<file path="config.mk">
export PLATFORM = sky130hd
export DESIGN_NAME = flash_seq_ctrl
export DESIGN_NICKNAME = d
export VERILOG_FILES = /design/src/rtl/flseq_pkg.sv /design/src/rtl/flseq_cmd_gen.sv /design/src/rtl/flseq_timer.sv /design/src/rtl/flseq_status.sv /design/src/rtl/flash_seq_ctrl.sv
export SDC_FILE = /design/constraint.sdc
export NUM_CORES = 1
export LEC_CHECK = 0
export BUFFER_PORTS_ARGS = -buffer_cell sky130_fd_sc_hd__buf_4
export CORE_MARGIN = 4
export CORE_UTILIZATION = 30
export CTS_BUF_LIST = sky130_fd_sc_hd__clkbuf_4 sky130_fd_sc_hd__clkbuf_8
export CTS_CLUSTER_DIAMETER = 200
export DETAILED_ROUTE_END_ITERATION = 10
export GPL_ROUTABILITY_DRIVEN = 0
export PLACE_DENSITY_LB_ADDON = 0.12
export SKIP_LAST_GASP = 1
export SYNTH_ARGS = -nofsm -noshare
export SYNTH_HDL_FRONTEND = slang
export SYNTH_SLANG_ARGS = --single-unit
export TNS_END_PERCENT = 1
</file>
<file path="constraint.sdc">
create_clock -name clk -period 6.7 [get_ports clk]
set_input_delay 0 -clock clk [delete_from_list [all_inputs] [get_ports clk]]
set_output_delay 0 -clock clk [all_outputs]
set_load 0.1 [all_outputs]
</file>
<file path="src/rtl/flseq_pkg.sv">
package flseq_pkg;
  typedef enum logic [1:0] {
    OP_PROG = 2'd0,
    OP_SECT = 2'd1,
    OP_BLK  = 2'd2,
    OP_CHIP = 2'd3
  } flseq_op_e;

  typedef enum logic [2:0] {
    ST_IDLE,
    ST_CMD,
    ST_RD,
    ST_WT,
    ST_ABORT
  } flseq_state_e;

  typedef enum logic [1:0] {
    PH_FIRST,
    PH_TOG,
    PH_CONF1,
    PH_CONF2
  } flseq_phase_e;

  localparam logic [14:0] UNLK_A  = 15'h5555;
  localparam logic [14:0] UNLK_B  = 15'h2AAA;
  localparam logic [7:0]  K_AA    = 8'hAA;
  localparam logic [7:0]  K_55    = 8'h55;
  localparam logic [7:0]  K_PROG  = 8'hA0;
  localparam logic [7:0]  K_ERASE = 8'h80;
  localparam logic [7:0]  K_CHIP  = 8'h10;
  localparam logic [7:0]  K_SECT  = 8'h30;
  localparam logic [7:0]  K_BLK   = 8'h50;
  localparam logic [7:0]  K_RESET = 8'hF0;
endpackage

</file>
<file path="src/rtl/flseq_cmd_gen.sv">
module flseq_cmd_gen
  import flseq_pkg::*;
#(
  parameter int AW = 20,
  parameter int DW = 16
) (
  input  flseq_op_e         op,
  input  logic [2:0]        step,
  input  logic [AW-1:0]     tgt_addr,
  input  logic [DW-1:0]     tgt_data,
  output logic [AW-1:0]     c_addr,
  output logic [DW-1:0]     c_data,
  output logic              c_last
);
  logic       is_prog;
  logic [7:0] code;
  logic [14:0] base_a;
  logic       use_tgt;
  logic       use_word;

  assign is_prog = (op == OP_PROG);

  always_comb begin
    code     = K_AA;
    base_a   = UNLK_A;
    use_tgt  = 1'b0;
    use_word = 1'b0;
    case (step)
      3'd0: begin code = K_AA; base_a = UNLK_A; end
      3'd1: begin code = K_55; base_a = UNLK_B; end
      3'd2: begin code = is_prog ? K_PROG : K_ERASE; base_a = UNLK_A; end
      3'd3: begin
        if (is_prog) begin
          use_tgt  = 1'b1;
          use_word = 1'b1;
        end else begin
          code = K_AA; base_a = UNLK_A;
        end
      end
      3'd4: begin code = K_55; base_a = UNLK_B; end
      default: begin
        case (op)
          OP_CHIP: begin code = K_CHIP; base_a = UNLK_A; end
          OP_SECT: begin code = K_SECT; use_tgt = 1'b1; end
          default: begin code = K_BLK;  use_tgt = 1'b1; end
        endcase
      end
    endcase
  end

  assign c_addr = use_tgt ? tgt_addr : {{(AW-15){1'b0}}, base_a};
  assign c_data = use_word ? tgt_data : {{(DW-8){1'b0}}, code};
  assign c_last = is_prog ? (step == 3'd3) : (step == 3'd5);
endmodule

</file>
<file path="src/rtl/flseq_timer.sv">
module flseq_timer
  import flseq_pkg::*;
#(
  parameter int CNT_W     = 24,
  parameter int LIM_PROG  = 3200,
  parameter int LIM_ERASE = 3200000,
  parameter int LIM_CHIP  = 12800000
) (
  input  logic      clk,
  input  logic      rst,
  input  logic      clear,
  input  logic      run,
  input  flseq_op_e op,
  output logic      expired
);
  logic [CNT_W-1:0] cnt_q;
  logic [CNT_W-1:0] lim;

  always_comb begin
    case (op)
      OP_PROG: lim = LIM_PROG[CNT_W-1:0];
      OP_CHIP: lim = LIM_CHIP[CNT_W-1:0];
      default: lim = LIM_ERASE[CNT_W-1:0];
    endcase
  end

  assign expired = (cnt_q >= lim);

  always_ff @(posedge clk) begin
    if (rst || clear) cnt_q <= '0;
    else if (run && !expired) cnt_q <= cnt_q + 1'b1;
  end
endmodule

</file>
<file path="src/rtl/flseq_status.sv">
module flseq_status #(
  parameter int DW        = 16,
  parameter int POLL_MODE = 0
) (
  input  logic [DW-1:0] cur,
  input  logic [DW-1:0] prev,
  input  logic [DW-1:0] expv,
  output logic          settled
);
  generate
    if (POLL_MODE != 0) begin : g_poll
      logic unused_prev;
      assign unused_prev = ^prev;
      assign settled = (cur[7] == expv[7]);
    end else begin : g_toggle
      logic unused_exp;
      assign unused_exp = ^expv;
      assign settled = (cur[6] == prev[6]);
    end
  endgenerate
endmodule

</file>
<file path="src/rtl/flash_seq_ctrl.sv">
module flash_seq_ctrl
  import flseq_pkg::*;
#(
  parameter int AW        = 20,
  parameter int DW        = 16,
  parameter int CLK_MHZ   = 100,
  parameter int TPROG_US  = 32,
  parameter int TERASE_US = 32000,
  parameter int TCHIP_US  = 128000,
  parameter int POLL_MODE = 0
) (
  input  logic          clk,
  input  logic          rst,
  input  logic          req,
  input  logic [1:0]    op,
  input  logic [AW-1:0] req_addr,
  input  logic [DW-1:0] req_data,
  output logic          bus_wr,
  output logic          bus_rd,
  output logic [AW-1:0] bus_addr,
  output logic [DW-1:0] bus_wdata,
  input  logic [DW-1:0] bus_rdata,
  output logic          done,
  output logic          pass,
  output logic          timeout
);
  localparam int LIM_PROG  = TPROG_US * CLK_MHZ;
  localparam int LIM_ERASE = TERASE_US * CLK_MHZ;
  localparam int LIM_CHIP  = TCHIP_US * CLK_MHZ;
  localparam int LIM_PE    = (LIM_PROG > LIM_ERASE) ? LIM_PROG : LIM_ERASE;
  localparam int LIM_MAX   = (LIM_PE > LIM_CHIP) ? LIM_PE : LIM_CHIP;
  localparam int CNT_W     = $clog2(LIM_MAX + 2);

  flseq_state_e  state_q;
  flseq_phase_e  phase_q;
  flseq_op_e     op_q;
  logic [AW-1:0] addr_q;
  logic [DW-1:0] data_q;
  logic [2:0]    step_q;
  logic [DW-1:0] prev_q;
  logic [DW-1:0] conf_q;
  logic          done_q, pass_q, to_q;

  logic [AW-1:0] c_addr;
  logic [DW-1:0] c_data;
  logic          c_last;
  logic          expired;
  logic          settled;
  logic [DW-1:0] exp_val;
  logic          conf_ok, conf_bad;

  flseq_cmd_gen #(.AW(AW), .DW(DW)) u_cmd (
    .op(op_q), .step(step_q), .tgt_addr(addr_q), .tgt_data(data_q),
    .c_addr(c_addr), .c_data(c_data), .c_last(c_last)
  );

  flseq_timer #(
    .CNT_W(CNT_W), .LIM_PROG(LIM_PROG), .LIM_ERASE(LIM_ERASE), .LIM_CHIP(LIM_CHIP)
  ) u_timer (
    .clk(clk), .rst(rst),
    .clear(state_q == ST_CMD),
    .run((state_q == ST_RD) || (state_q == ST_WT)),
    .op(op_q), .expired(expired)
  );

  assign exp_val = (op_q == OP_PROG) ? data_q : {DW{1'b1}};

  flseq_status #(.DW(DW), .POLL_MODE(POLL_MODE)) u_status (
    .cur(bus_rdata), .prev(prev_q), .expv(exp_val), .settled(settled)
  );

  assign conf_ok  = (conf_q == exp_val) && (bus_rdata == exp_val);
  assign conf_bad = !conf_ok && (conf_q == bus_rdata);

  always_ff @(posedge clk) begin
    if (rst) begin
      state_q <= ST_IDLE;
      phase_q <= PH_FIRST;
      op_q    <= OP_PROG;
      addr_q  <= '0;
      data_q  <= '0;
      step_q  <= '0;
      prev_q  <= '0;
      conf_q  <= '0;
      done_q  <= 1'b0;
      pass_q  <= 1'b0;
      to_q    <= 1'b0;
    end else begin
      done_q <= 1'b0;
      case (state_q)
        ST_IDLE: begin
          if (req) begin
            op_q    <= flseq_op_e'(op);
            addr_q  <= req_addr;
            data_q  <= req_data;
            step_q  <= '0;
            pass_q  <= 1'b0;
            to_q    <= 1'b0;
            state_q <= ST_CMD;
          end
        end
        ST_CMD: begin
          if (c_last) begin
            state_q <= ST_RD;
            phase_q <= PH_FIRST;
          end else begin
            step_q <= step_q + 3'd1;
          end
        end
        ST_RD: state_q <= ST_WT;
        ST_WT: begin
          if (phase_q == PH_CONF2 && (conf_ok || conf_bad)) begin
            done_q  <= 1'b1;
            pass_q  <= conf_ok;
            state_q <= ST_IDLE;
          end else if (expired) begin
            state_q <= ST_ABORT;
          end else begin
            state_q <= ST_RD;
            case (phase_q)
              PH_FIRST: begin
                prev_q  <= bus_rdata;
                phase_q <= PH_TOG;
              end
              PH_TOG: begin
                if (settled) phase_q <= PH_CONF1;
                else prev_q <= bus_rdata;
              end
              PH_CONF1: begin
                conf_q  <= bus_rdata;
                phase_q <= PH_CONF2;
              end
              default: begin
                prev_q  <= bus_rdata;
                phase_q <= PH_TOG;
              end
            endcase
          end
        end
        ST_ABORT: begin
          done_q  <= 1'b1;
          pass_q  <= 1'b0;
          to_q    <= 1'b1;
          state_q <= ST_IDLE;
        end
        default: state_q <= ST_IDLE;
      endcase
    end
  end

  assign bus_wr    = (state_q == ST_CMD) || (state_q == ST_ABORT);
  assign bus_rd    = (state_q == ST_RD);
  assign bus_addr  = (state_q == ST_CMD) ? c_addr :
                     (state_q == ST_ABORT) ? '0 : addr_q;
  assign bus_wdata = (state_q == ST_CMD) ? c_data :
                     (state_q == ST_ABORT) ? {{(DW-8){1'b0}}, K_RESET} : '0;
  assign done      = done_q;
  assign pass      = pass_q;
  assign timeout   = to_q;

  a_r11_done_pulse: assert property (@(posedge clk) disable iff (rst)
    done |=> !done);

  a_r9_timeout_fails: assert property (@(posedge clk) disable iff (rst)
    timeout |-> !pass);

  a_r9_reset_write: assert property (@(posedge clk) disable iff (rst)
    $rose(timeout) |-> ($past(bus_wr) && $past(bus_wdata) == {{(DW-8){1'b0}}, K_RESET}));

  a_r10_op_held: assert property (@(posedge clk) disable iff (rst)
    (state_q != ST_IDLE) |=> $stable(op_q));

  a_r2_one_strobe: assert property (@(posedge clk) disable iff (rst)
    !(bus_wr && bus_rd));

  a_r6_pass_with_done: assert property (@(posedge clk) disable iff (rst)
    $rose(pass) |-> done);

  a_r4_upper_zero: assert property (@(posedge clk) disable iff (rst)
    (bus_wr && !(op_q == OP_PROG && c_last && state_q == ST_CMD)) |-> (bus_wdata[DW-1:8] == '0));
endmodule

</file>
==> results by group, run 1 <==
Status
  • Status: finished clean

Placement
  • Pre-CTS setup slack: 3.31 ns
  • Detailed Place HPWL: 12.7 mm
  • # port buffers: 97

STA
  • Setup TNS after final layout: 0 ns
  • Slew Viols, Final: 0
  • RSZ-0062 raised after global routing: false
  • Hold Vio Cnt, Final: 0
  • Worst Skew: about 0.014 ns
  • Fmax: 0.295 GHz
  • Final setup margin: 3.31 ns
  • Worst Tran Pin Value: 1.12 ns
  • Slew headroom: 0.254
  • Min Tclk post-route: 3.39 ns
  • Tcrit/Tclk final: 0.506
  • Final setup vio count: 0

Setup path
  • Critical path peak fanout: 16
  • Worst path cell trace: ha_1 > inv_1 > ha_1 > a2111oi_0 > o221ai_1 > a31oi_1 > o21ai_2 > nor3_4 > mux2i_1
  • CP required: between 7 and 8 ns
  • Critical path class: flop to flop
  • Cells on worst reg2reg path: 9
  • Top Family by Delay on Critical Path: compound AO/OA/AOI/OAI gates
  • CP Capture Type: flop
  • Cell mode on critical path: ha_1
  • Startpoint types: flop
  • Crit path DAT: 3.70 ns
  • Worst reg2reg startpoint: op_q[0]$_SDFFE_PP0P_
  • Worst setup path start: op_q[0]$_SDFFE_PP0P_
  • Cell depth of the worst setup path: 9
  • CP max stage delay: around 0.93 ns
  • Crit path max-delay cell type: nor3_4
  • Worst Path Buf+Inv: 1

Logic synthesis
  • Yosys cell types: 57
  • Post-synthesis async set-or-reset flop share: 0
  • Syn avg cell area: between 7 and 8 µm²
  • Cell area after synthesis: 5800 µm²
  • Syn nets: approximately 840
  • Area contributors post-synth: dfxtp_1 31%, nand2_1 9.3%, a21oi_1 7.6%
  • Dominant cell type by area after synthesis: dfxtp_1
  • Sequential cell area fraction in the yosys report: 0.311
  • Mapped Cells: 752
  • Yosys warning count: 0
  • Number of flops mapped to enable cells by yosys: 0
  • FF+latch count, synth: 90
  • Post-synth top area share: 0.311
  • Synth Flop Type: dfxtp_1

Min path
  • Worst Hold Depth: 2
  • Hold wc startpoint: rst
  • Worst min path class: input pin to flop

Detailed routing
  • Detailed Route WL: 17.8 mm
  • Final ANT Viol Nets: 0
  • DR WL/cell: 15.7 µm
  • 1st-iter DRT viols: 263
  • Residual DRC: 0
  • Drt pass-1 iters: 4
  • Via-per-instance ratio: 5.11
  • Via count: 5780

Finish
  • Layout cells sized above 1: 0.147
  • Commonest non-fill, non-tap cell in the layout: nand2_1
  • Post-synthesis to final-layout area growth: 27.9%
  • ANT cells: 0
  • Final Net Count: 950
  • Fillers: 1918
  • Commonest non-fill, non-tap cells in the layout: 144 x nand2_1, 100 x buf_4, 90 x dfxtp_1

Global routing
  • Overflow after GRT: 0
  • Global-route wire length before repair: ~29 mm
  • Vias in the first global route: between 5000 and 6000
  • Overall Global Routing Usage: 0.161
  • Pin count of the biggest net entering global routing: 90
  • Initial antenna violation count: 0

Floorplan
  • Total core area: ~19000 µm²
  • I/O pin count: 98
  • Overall die area: between 20000 and 25000 µm²
  • Die W: 147 µm
  • Starting Density: 0.308
  • Die Span Y: about 150 µm
  • Row cnt: 50

Pwr
  • Pwr dens: around 200 nW/µm²
  • Leak: 2.90 nW
  • Peak supply drop: 0.000165 V
  • Post-layout power: about 1.4 mW

Clock network
  • Clk sinks: 90
  • CTS Root Buffer Type: clkbuf_8
  • Clock buffer depth: 2
  • TritonCTS Buffers: 9
  • Worst skew pair latency: 0.38 ns
  • CTS clk-pin slew, worst paths: ~0.10 ns
  • CTS tree: done
  • H-Tree Depth: 3

Flow run
  • MaxCap Viol Count: 0
-- worst paths after layout --
kind	endpoint	slack, ns
max	conf_q[2]$_SDFFE_PP0P_	3.31
min	step_q[0]$_SDFFE_PP0P_	0.18
max reg2reg	conf_q[2]$_SDFFE_PP0P_	3.31
min reg2reg	addr_q[18]$_SDFFE_PP0P_	0.46
-- layer usage --
| metal | global-route usage | routed length [µm] |
|---|---|---|
| met5 | 0 | 0 |
| met4 | 0.0517 | 284 |
| met3 | 0.0321 | 907 |
| met2 | 0.250 | 8060 |
| met1 | 0.224 | 8570 |
-- worst reg2reg max path, cell delays in order, from the launching register on --
cell	delay, ns
dfxtp_1	0.43
ha_1	0.23
inv_1	0.10
ha_1	0.30
a2111oi_0	0.41
o221ai_1	0.21
a31oi_1	0.25
o21ai_2	0.18
nor3_4	0.93
mux2i_1	0.30
-- registers in the layout, summed over array words and instances (netlist names) --
signal and count:
data_q 16, prev_q 1, timeout 1, pass 1, state_q 3, u_timer.cnt_q 24, done 1, addr_q 20
phase_q 2, op_q 2, conf_q 16, step_q 3
-- kinds of logic after synthesis --
logic type,after synthesis,synth area share
AND/OR/NAND/NOR,328,0.300
AO/OA/AOI/OAI,173,0.183
flip-flops,90,0.311
buffers and inverters,72,0.0492
XOR/XNOR,35,0.0529
multiplexers,28,0.0490
adder cells (fa/ha/maj),26,0.0561
-- synthesized netlist by cell type, types with 6 or more instances --
cell / number
nand2_1: 144
dfxtp_1: 90
a21oi_1: 88
clkbuf_1: 40
nand2b_1: 36
ha_1: 26
mux2i_1: 25
inv_1: 21
nor2_1: 20
o31ai_1: 19
xnor2_1: 18
xor2_1: 17
a21o_1: 16
nand3_1: 16
and2_1: 14
o21ai_0: 14
or4_1: 13
and3_1: 11
nand4_1: 11
nand4bb_1: 10
or3_1: 10
nor4_1: 9
nor3_1: 8
o211ai_1: 8
a31oi_1: 7
buf_1: 6
nor4b_1: 6
-- cell type report --
type	instances	area, µm²	area share
multi-input combinational	590	3720	0.501
sequential	90	1800	0.243
timing repair buffer	155	1300	0.175
tap	260	325	0.0439
clock buffer	9	124	0.0167
inverter	21	78.8	0.0106
clock inverter	7	67.6	0.00911
-- through the flow --
step | area, µm² | instances | util | hold WS [ns]
finish | 7420 | 1132 | 0.394 | 0.180
global route | 7420 | 1132 | 0.394 | 0.212
CTS | 7420 | 1132 | 0.394 | 0.199
detailed placement | 6680 | 1061 | 0.354 | 0.257
global placement | 6680 | 1061 | 0.354 | 0.245
floorplan | 5800 | 752 | - | 0.136
-- power breakdown --
group / internal [mW] / switching, mW
combinational: 0.152 / 0.326
sequential: 0.556 / 0.0306
clock: 0.145 / 0.232
total: 0.853 / 0.588
-- what timing repair did --
item	CTS	global route
setup endpoints to repair	0	0
resized for setup	0	0
hold buffers	55	0
endpoints found under the hold margin	56	0
buffers inserted	0	0
No activity file was read; power rests on OpenSTA's default activity.
==> run 2, diff against run 1 <==
--- a/config.mk
+++ b/config.mk
@@ -5,6 +5,7 @@
 export SDC_FILE = /design/constraint.sdc
 export NUM_CORES = 1
 export LEC_CHECK = 0
+export ABC_AREA = 1
 export BUFFER_PORTS_ARGS = -buffer_cell sky130_fd_sc_hd__buf_4
 export CORE_MARGIN = 4
 export CORE_UTILIZATION = 30
==> constraint.sdc (replaced) <==
create_clock -name clk -period 3.2 [get_ports clk]
set_input_delay 0 -clock clk [delete_from_list [all_inputs] [get_ports clk]]
set_output_delay 0 -clock clk [all_outputs]
set_load 0.1 [all_outputs]
==> results by group, run 2 <==
Global routing
  • Initial antenna violation count: 0 (unchanged)
  • Pin count of the biggest net entering global routing: 67 (-26%)
  • Global-route wire length before repair: 27.9 mm (-2.7%)
  • Overflow after GRT: 0 (unchanged)
  • Vias in the first global route: 5578 (+2.7%)
  • Overall Global Routing Usage: 0.157 (-0.00355)

Clock network
  • CTS clk-pin slew, worst paths: 0.09 ns (about the same)
  • CTS Root Buffer Type: clkbuf_8
  • Clock buffer depth: 2 (unchanged)
  • TritonCTS Buffers: 9 (unchanged)
  • H-Tree Depth: 3 (unchanged)
  • Clk sinks: 90 (unchanged)
  • Hold_buf cts: 55 (unchanged)
  • Setup bufs post-CTS: 0 (unchanged)
  • Worst skew pair latency: 0.38 ns (about the same)
  • PostCTS Resize Cnt: 0 (unchanged)
  • CTS tree: done

STA
  • Worst Skew: 0.0159 ns (+0.00193 ns)
  • Setup TNS after final layout: 0 ns (unchanged)
  • Worst Tran Pin Value: 1.00 ns (-0.115 ns)
  • RSZ-0062 raised after global routing: false
  • Slew headroom: 0.333 (+0.0789)
  • Min Tclk post-route: roughly 2.7 ns
  • Slew Viols, Final: 0 (unchanged)
  • Tcrit/Tclk final: 0.829
  • Fin Hold WS: 0.0878 ns (-0.0923 ns)
  • Fmax: 0.377 GHz
  • Final setup vio count: 0 (unchanged)
  • Hold Vio Cnt, Final: 0 (unchanged)

Logic synthesis
  • Post-synthesis async set-or-reset flop share: 0 (unchanged)
  • Top-count cell post-synth: nand2_1
  • Synth Flop Type: dfxtp_1
  • Syn nets: 970 (+16%)
  • Post-Synth Simple-Gate Area: 0.301 (+0.00147)
  • Multiplexer share of the synthesized area: 0 (-0.0490)
  • Number of flops mapped to enable cells by yosys: 0 (unchanged)
  • Post-synth top area share: 0.312 (+0.00108)
  • Area contributors post-synth: dfxtp_1 31%, nand2_1 13%, inv_1 7.7%
  • Commonest cells in the netlist: 199 x nand2_1, 118 x inv_1, 104 x nor2_1
  • Yosys cell types: 36 (-37%)
  • Mapped Cells: 887 (+18%)
  • Largest family of logic cells by synthesized area: simple AND/OR/NAND/NOR gates
  • Yosys warning count: 0 (unchanged)
  • Post-synthesis compound-gate area fraction: 0.143 (-0.0396)
  • Dominant cell type by area after synthesis: dfxtp_1
  • Cell area after synthesis: 5780 µm² (-0.35%)
  • XOR/XNOR share of the synthesized area: 0.0773 (+0.0244)
  • FF+latch count, synth: 90 (unchanged)
  • Synth Area in Adders: 0.0563 (+0.000194)
  • Sequential cell area fraction in the yosys report: 0.312 (+0.00108)
  • Syn avg cell area: 6.52 µm² (-16%)

Finish
  • ANT cells: 0 (unchanged)
  • Final Net Count: 1108 (+17%)
  • Commonest non-fill, non-tap cell in the layout: nand2_1
  • Layout cells sized above 1: 0.136 (-0.0107)
  • Max reg flops: 24 (unchanged)
  • Area of the multi-input gates: 3340 µm² (-10%)
  • Post-synthesis to final-layout area growth: 29.0%
  • Commonest non-fill, non-tap cells in the layout: 199 x nand2_1, 117 x inv_1, 106 x buf_4
  • Fillers: 2042 (+6.5%)
  • Register Area: 1800 µm² (unchanged)
  • Final instance area: 7460 µm² (+0.54%)
  • Biggest register: u_timer.cnt_q
  • Biggest regs: u_timer.cnt_q (24), addr_q (20)

Detailed routing
  • 1st-iter DRT viols: 184 (-30%)
  • Via count: 5785 (+0.087%)
  • Residual DRC: 0 (unchanged)
  • Detailed Route WL: 16.8 mm (-5.8%)
  • DR WL/cell: 13.0 µm (-17%)
  • Drt pass-1 iters: 4 (unchanged)
  • Final ANT Viol Nets: 0 (unchanged)
  • Via-per-instance ratio: 4.49 (-12%)

Pwr
  • Pwr dens: 809 nW/µm² (+320%)
  • Leak: 3.38 nW (+17%)
  • Peak supply drop: 0.000686 V (+320%)

Setup path
  • Startpoint types: flop
  • CP Capture Type: output port
  • Critical path class: flop to output port
  • CP required: 3.20 ns (-3.81 ns)
  • Critical path peak fanout: 12 (-4)
  • Crit path DAT: 2.65 ns (-1.05 ns)

Floorplan
  • Overall die area: 21500 µm² (-0.33%)
  • Row cnt: 50 (unchanged)
  • Starting Density: 0.307 (-0.00106)
  • Die Span Y: 147 µm (-0.16%)
  • I/O pin count: 98 (unchanged)
  • Die W: 147 µm (-0.16%)
  • Total core area: 18800 µm² (unchanged)

Placement
  • # port buffers: 97 (unchanged)
  • Detailed Place HPWL: 12.3 mm (-3.0%)
  • Dpl cell area: 6720 µm² (+0.66%)

Status
  • Status: finished clean

Min path
  • Worst min path class: input pin to flop

Flow run
  • MaxCap Viol Count: 0 (unchanged)
run 2: cell families after synthesis:
| logic type | count (synthesis) |
|---|---|
| buffers and inverters | 156 |
| adder cells (fa/ha/maj) | 26 |
| AO/OA/AOI/OAI | 159 |
| XOR/XNOR | 51 |
| AND/OR/NAND/NOR | 405 |
| flip-flops | 90 |
run 2: critical path, cell delays in order, from the launching register on:
cell,delay (ns)
dfxtp_1,0.42
inv_1,0.10
ha_1,0.35
nand2_1,0.12
buf_4,0.19
inv_1,0.16
a21oi_1,0.20
a21oi_1,0.06
o21ai_0,0.32
buf_4,0.36
run 2: area by class of cell:
| class | count | area share |
|---|---|---|
| Sequential cell | 90 | 0.242 |
| Tap cell | 260 | 0.0436 |
| Inverter | 122 | 0.0614 |
| Clock buffer | 10 | 0.0176 |
| Multi-Input combinational cell | 641 | 0.448 |
| Clock inverter | 5 | 0.00755 |
| Timing Repair Buffer | 161 | 0.181 |
run 2: final timing paths:
| kind | from | end | slack [ns] | cells past startpoint |
|---|---|---|---|---|
| worst min register to register | addr_q[0]$_SDFFE_PP0P_ | addr_q[0]$_SDFFE_PP0P_ | 0.45 | 2 |
| worst max-delay path | op_q[0]$_SDFFE_PP0P_ | bus_wdata[4] | 0.55 | 9 |
| worst min-delay path | req | state_q[0]$_SDFFE_PP0P_ | 0.09 | 5 |
| worst max register to register | op_q[0]$_SDFFE_PP0P_ | conf_q[5]$_SDFFE_PP0P_ | 0.66 | 14 |
run 2: layer usage:
layer / routed length [µm] / global-route usage / vias up
met5: 0 / 0 / -
li1: - / - / 3081
met4: 279 / 0.0456 / 0
met1: 8060 / 0.207 / 2581
met2: 7650 / 0.259 / 105
met3: 807 / 0.0342 / 18
run 2: per-stage QoR:
| step | setup slack [ns] | utilization | power (mW) | instances |
|---|---|---|---|---|
| global route | 0.283 | 0.396 | 6.43 | 1289 |
| floorplan | -0.227 | - | 4.36 | 887 |
| CTS | 0.523 | 0.396 | 6.11 | 1289 |
| detailed placement | 0.643 | 0.357 | 5.22 | 1219 |
| finish | 0.546 | 0.396 | 6.03 | 1289 |
| global placement | 0.699 | 0.357 | 5.24 | 1219 |
run 2: power by group:
| group | internal, mW | switching [mW] | total (mW) |
|---|---|---|---|
| logic | 0.899 | 2.94 | 3.84 |
| clock network | 0.365 | 0.442 | 0.807 |
| registers | 1.30 | 0.0888 | 1.39 |
| total | 2.56 | 3.47 | 6.03 |
